## config.mk

```make
export PLATFORM = sky130hd
export DESIGN_NAME = aux_xact_engine
export DESIGN_NICKNAME = d
export VERILOG_FILES = /design/src/rtl/aux_xact_engine.sv
export SDC_FILE = /design/constraint.sdc
export NUM_CORES = 1
export LEC_CHECK = 0
export ABC_AREA = 1
export BUFFER_PORTS_ARGS = -buffer_cell sky130_fd_sc_hd__buf_4
export CORE_ASPECT_RATIO = 1.1
export CORE_MARGIN = 2
export CORE_UTILIZATION = 40
export CTS_CLUSTER_DIAMETER = 200
export DETAILED_ROUTE_END_ITERATION = 8
export PLACE_DENSITY = 0.7
export REMOVE_ABC_BUFFERS = 1
export SETUP_SLACK_MARGIN = 0.3
export SYNTH_ARGS = -nofsm -noshare
export SYNTH_HDL_FRONTEND = slang
export SYNTH_SLANG_ARGS = --single-unit
```

## constraint.sdc

```tcl
create_clock -name clk -period 6.75 [get_ports clk]
set_input_delay 2.025 -clock clk [delete_from_list [all_inputs] [get_ports clk]]
set_output_delay 2.025 -clock clk [all_outputs]
set_load 0.01 [all_outputs]
```

## src/rtl/aux_xact_engine.sv

```systemverilog
module aux_xact_engine #(
  parameter int MAX_LEN = 16,
  localparam int LW  = $clog2(MAX_LEN + 1),
  localparam int TCW = $clog2(MAX_LEN + 5),
  localparam int RXW = $clog2(MAX_LEN + 3)
) (
  input  logic                 clk,
  input  logic                 rst_n,
  input  logic                 start,
  input  logic [3:0]           cmd,
  input  logic [19:0]          addr,
  input  logic [LW-1:0]        req_len,
  input  logic [MAX_LEN*8-1:0] wr_data,
  input  logic [15:0]          timeout_us,
  input  logic                 us_tick,
  output logic                 tx_valid,
  input  logic                 tx_ready,
  output logic [7:0]           tx_byte,
  output logic [TCW-1:0]       tx_count,
  input  logic                 rx_valid,
  input  logic [7:0]           rx_byte,
  input  logic                 rx_done,
  input  logic                 rx_tmo_flag,
  input  logic [3:0]           rx_sym_err,
  input  logic                 hpd_discon,
  output logic                 busy,
  output logic                 done,
  output logic [1:0]           result,
  output logic [3:0]           reply_status,
  output logic [MAX_LEN*8-1:0] rd_data,
  output logic [LW-1:0]        rd_count,
  output logic [6:0]           tmo_len,
  output logic [1:0]           tmo_mul
);

  localparam logic [1:0] RES_OK = 2'd0, RES_TMO = 2'd1, RES_INV = 2'd2, RES_DISC = 2'd3;
  localparam logic [RXW-1:0] RX_SAT = RXW'(MAX_LEN + 2);

  typedef enum logic [1:0] {S_IDLE, S_SEND, S_WAIT, S_RECV} state_t;
  state_t state;

  logic [3:0]           cmd_q;
  logic [19:0]          addr_q;
  logic [LW-1:0]        len_q;
  logic [MAX_LEN*8-1:0] wdata_q;
  logic [TCW-1:0]       idx;
  logic [12:0]          limit_q, tmr;
  logic [RXW-1:0]       rxn;
  logic [3:0]           status_q;

  // timeout encoder
  logic [16:0] t17, raw;
  assign t17 = {1'b0, timeout_us};
  always_comb begin
    if (timeout_us == 16'd0) begin
      tmo_mul = 2'd0; raw = 17'd69;
    end else if (timeout_us <= 16'd1016) begin
      tmo_mul = 2'd0; raw = (t17 + 17'd7) >> 3;
    end else if (timeout_us <= 16'd2032) begin
      tmo_mul = 2'd1; raw = (t17 + 17'd15) >> 4;
    end else if (timeout_us <= 16'd4064) begin
      tmo_mul = 2'd2; raw = (t17 + 17'd31) >> 5;
    end else begin
      tmo_mul = 2'd3; raw = (t17 + 17'd63) >> 6;
    end
    tmo_len = (raw > 17'd127) ? 7'd127 : raw[6:0];
  end

  logic [12:0]    limit_d;
  logic [TCW-1:0] cnt_d;
  assign limit_d = 13'(tmo_len) << (3'd3 + {1'b0, tmo_mul});
  assign cnt_d   = ((req_len != '0) ? TCW'(4) : TCW'(3)) + (cmd[0] ? TCW'(0) : TCW'(req_len));

  // transmit byte select
  logic [TCW-1:0]       pidx;
  logic [MAX_LEN*8-1:0] pay;
  always_comb begin
    pidx = idx - TCW'(4);
    pay  = wdata_q >> {pidx, 3'b000};
    if (idx == TCW'(0))      tx_byte = {cmd_q, addr_q[19:16]};
    else if (idx == TCW'(1)) tx_byte = addr_q[15:8];
    else if (idx == TCW'(2)) tx_byte = addr_q[7:0];
    else if (idx == TCW'(3)) tx_byte = 8'(len_q) - 8'd1;
    else                     tx_byte = pay[7:0];
  end

  assign tx_valid = (state == S_SEND);
  assign busy     = (state != S_IDLE);

  // completion decision
  logic       listening, fin;
  logic [1:0] fres;
  assign listening = (state == S_WAIT) || (state == S_RECV);
  always_comb begin
    fin  = 1'b0;
    fres = RES_OK;
    if (listening) begin
      if (hpd_discon) begin
        fin = 1'b1; fres = RES_DISC;
      end else if (rx_done) begin
        fin = 1'b1;
        if (rx_tmo_flag)                 fres = RES_TMO;
        else if (|rx_sym_err)            fres = RES_INV;
        else if (rxn == '0)              fres = RES_INV;
        else if (status_q == 4'd0 && (rxn - RXW'(1)) > RXW'(len_q)) fres = RES_INV;
      end else if (state == S_WAIT && us_tick && tmr == limit_q - 13'd1) begin
        fin = 1'b1; fres = RES_TMO;
      end
    end
  end

  always_ff @(posedge clk or negedge rst_n) begin
    if (!rst_n) begin
      state        <= S_IDLE;
      cmd_q        <= '0;
      addr_q       <= '0;
      len_q        <= '0;
      wdata_q      <= '0;
      idx          <= '0;
      tx_count     <= '0;
      limit_q      <= '0;
      tmr          <= '0;
      rxn          <= '0;
      status_q     <= '0;
      rd_data      <= '0;
      rd_count     <= '0;
      reply_status <= '0;
      result       <= RES_OK;
      done         <= 1'b0;
    end else begin
      done <= 1'b0;
      case (state)
        S_IDLE: if (start) begin
          state    <= S_SEND;
          cmd_q    <= cmd;
          addr_q   <= addr;
          len_q    <= req_len;
          wdata_q  <= wr_data;
          tx_count <= cnt_d;
          limit_q  <= limit_d;
          idx      <= '0;
          rxn      <= '0;
          status_q <= '0;
          rd_data  <= '0;
        end
        S_SEND: if (tx_ready) begin
          idx <= idx + TCW'(1);
          if (idx == tx_count - TCW'(1)) begin
            state <= S_WAIT;
            tmr   <= '0;
          end
        end
        default: begin
          if (fin) begin
            state        <= S_IDLE;
            done         <= 1'b1;
            result       <= fres;
            reply_status <= status_q;
            rd_count     <= (fres == RES_OK && status_q == 4'd0) ? LW'(rxn - RXW'(1)) : '0;
          end else begin
            if (state == S_WAIT && us_tick) tmr <= tmr + 13'd1;
            if (rx_valid) begin
              state <= S_RECV;
              if (rxn != RX_SAT) rxn <= rxn + RXW'(1);
              if (rxn == '0) status_q <= rx_byte[7:4];
              for (int k = 0; k < MAX_LEN; k++)
                if (rxn == RXW'(k + 1)) rd_data[k*8 +: 8] <= rx_byte;
            end
          end
        end
      endcase
    end
  end

  assert_done_pulse_R12: assert property (@(posedge clk) disable iff (!rst_n)
    done |=> !done);
  assert_idle_at_done_R12: assert property (@(posedge clk) disable iff (!rst_n)
    done |-> !busy);
  assert_busy_needs_start_R12: assert property (@(posedge clk) disable iff (!rst_n)
    $rose(busy) |-> $past(start));
  assert_no_overflow_R7: assert property (@(posedge clk) disable iff (!rst_n)
    (done && result == RES_OK) |-> rd_count <= len_q);
  assert_fail_no_data_R5: assert property (@(posedge clk) disable iff (!rst_n)
    (done && result != RES_OK) |-> rd_count == '0);
  assert_len_nonzero_R10: assert property (@(posedge clk) disable iff (!rst_n)
    tmo_len != 7'd0);
  assert_quiet_listen_R11: assert property (@(posedge clk) disable iff (!rst_n)
    (listening && !fin) |=> !tx_valid);

endmodule

```

==> results.cfg <==
[critical_path]
startpoint_type = primary input
path_cells = buf_4 -> nor2_2 -> nand2_1 -> nand2_1 -> nor2_1 -> a21oi_1 -> o21ai_0 -> nand2_1 -> nand2_1 -> buf_4
path_common_cell = nand2_1
cp_slowest_cell = a21oi_1
worstPathMaxFanout = 8
required_ps = 4720
path_class = in2out
crit_arrival_ps = 4000
endpoint_kind = output pin
slowest_delay_ps = 680

[clock_tree]
cts_inserted_buffers = 38
post_cts.repair.setup_buffers = 0
hold_buffers = 0
clk_pin_slew_ps = 60
post_cts_resized = 0
htree_levels = 2
cts.root.buffer_cell = clkbuf_16
cts_sinks = 344
clockBufferDepth = 3
insertion_delay_ps = 550
cts_tree = done

[grt]
grt_pass1_vias = 16100
grt_max_degree = 176
grtUsageTotal_pct = 23.60
grt_pass1_wl_mm = 86.65
grt_overflow = 0
antenna_found_initial = 2

[layout]
fin_nets = 2869
final_common_cell = nand2_1
final_cell_mix = nand2_1, buf_4, dfrtp_1
syn_to_final_growth_pct = 24.71
fillers = 4208
drive_gt1_share_pct = 17.15

[placement]
gp_congestion = 0.8449
hpwl_mm = 38.88
numPortBuffers = 357

[timing]
setup_viol = 0
hold_ws_ps = 471.3
finalMaxSlewViolations = 0
clock_skew_ps = 20.01
fmax_mhz = 165.8
rsz0062_at_grt = false
maxSlewHeadroom_pct = 18.52
tns_ps = 0
post-route-period-util_pct = 89.33
min_period_ps = 6030
tightest_slew_ps = 1221
hold_viol_final = 0

[synth]
async_reset_ff_share_pct = 100.0
ys_ff_latch = 344
yosys_warnings = 0
postSynthCellCount = 2351
synth_area_per_cell_um2 = 7.509
synth-main-ff-cell = dfrtp_1
synth_edf_count = 0
netlist_area_um2 = 17650
ys_types = 41
yosysSeqAreaShare_pct = 48.76

[floorplan]
rows = 80
die_y_um = 224.3
initial_utilization_pct = 40.64
io_pins = 358
coreArea_um2 = 43440
die_width_um = 204.3
dieArea_um2 = 45830

[routing]
vias_per_cell = 5.253
drt_iter0_drc = 1478
routed_wl_mm = 55.42
wl_per_cell_um = 17.04
ant_nets = 0
drcViolationCount = 0
vias = 17080
dr.pass1.iters = 5

[run]
drv_cap = 0

[power_and_ir_drop]
leakagePower_nw = 11.79
power_density_nw_per_um2 = 462.5
ir_drop_mv = 0.2383

[outcome]
status = complete, no violations

[worst_hold_path]
hold_path.class = reg2reg
## worst max-delay path: cells and delay by family
| kind | cells | cell delay [ps] |
|---|---|---|
| AOI/OAI and AO/OA | 2 | 870 |
| buffers and inverters | 2 | 260 |
| and+or+nand+nor | 6 | 850 |
## per-stage QoR
step                      util (%)  setup WS, ps  instance area [µm²]  power (mW)  instances
final                        50.68         720.1                22020       10.18       3252
after global routing         50.67         573.1                22010       10.92       3250
after CTS                    50.67         784.0                22010       10.22       3250
after detailed placement     47.72         786.2                20730       8.049       3182
after global placement       47.72         748.3                20730       7.918       3182
after floorplan                  -         -2431                17080       6.086       2231
## state kept, by name, summed over array words and instances, names as in the netlist
| register | count |
|---|---|
| tx_count | 5 |
| limit_q | 13 |
| tmr | 13 |
| status_q | 4 |
| reply_status | 4 |
| result | 2 |
| rd_data | 128 |
| addr_q | 20 |
| idx | 5 |
| cmd_q | 4 |
| wdata_q | 128 |
| len_q | 5 |
| done | 1 |
| state | 2 |
| rd_count | 5 |
| rxn | 5 |
## cell families after synthesis
kind of cell             synth area share, %
AO/OA/AOI/OAI                          5.996
XOR/XNOR                               1.885
adder cells (fa/ha/maj)                1.956
buffers and inverters                  5.918
flip-flops                             48.76
AND/OR/NAND/NOR                        35.48
## Yosys cell counts (4+ instances only)
cell type / instances / area, µm²
xnor2_1: 12 / 105.1
buf_2: 10 / 50.05
nand2_1: 1031 / 3870
nor2_1: 148 / 555.5
inv_2: 6 / 22.52
xor2_1: 26 / 227.7
nand3_1: 131 / 655.6
a21oi_1: 36 / 180.2
clkbuf_1: 89 / 334.1
o22ai_1: 12 / 75.07
dfrtp_1: 344 / 8608
ha_1: 26 / 325.3
o21ai_0: 113 / 565.5
o21ai_1: 18 / 90.09
nand4_1: 161 / 1007
o211ai_1: 10 / 75.07
buf_4: 5 / 37.54
nor3_1: 8 / 40.04
inv_1: 114 / 427.9
buf_1: 4 / 15.01
clkinv_1: 6 / 22.52
buf_6: 12 / 135.1
nor4_1: 5 / 31.28
## final timing paths
kind	from	end	slack (ps)	cells after the start
setup / recovery	timeout_us[0]	tmo_len[5]	720	10
hold / removal	rd_data[123]	rd_data[123]	470	2
setup reg to reg	limit_q[0]	rd_data[111]	3010	15
hold reg to reg	rd_data[123]	rd_data[123]	470	2
max in group asynchronous	rst_n	idx[0]	3990	2
min in group asynchronous	rst_n	rd_data[4]	1440	1
## power breakdown
| part | leakage (nW) | switching, mW | total, mW | internal [mW] |
|---|---|---|---|---|
| sequential | 4.39 | 0.642 | 3.63 | 2.99 |
| clock | 0.631 | 0.865 | 2.14 | 1.27 |
| combinational | 6.77 | 2.79 | 4.41 | 1.63 |
| total | 11.8 | 4.30 | 10.2 | 5.89 |
## metal layers
layer | wire length (µm) | global-route usage [%]
met5 | 16 | 0
met4 | 1046 | 5.610
met3 | 4113 | 4.506
met2 | 25900 | 38.23
met1 | 24340 | 32.70
## area by class of cell
cell class	count	area, µm²	area share (%)
Sequential cell	344	8610	39.11
Multi-Input combinational cell	1761	8040	36.52
Timing Repair Buffer	377	2888	13.12
Clock buffer	57	1124	5.103
Tap cell	574	718.2	3.262
Inverter	126	475.5	2.160
Clock inverter	11	156.4	0.7104
Antenna cell	2	5.005	0.02273
Note: power is estimated with default switching activity, not from simulation.
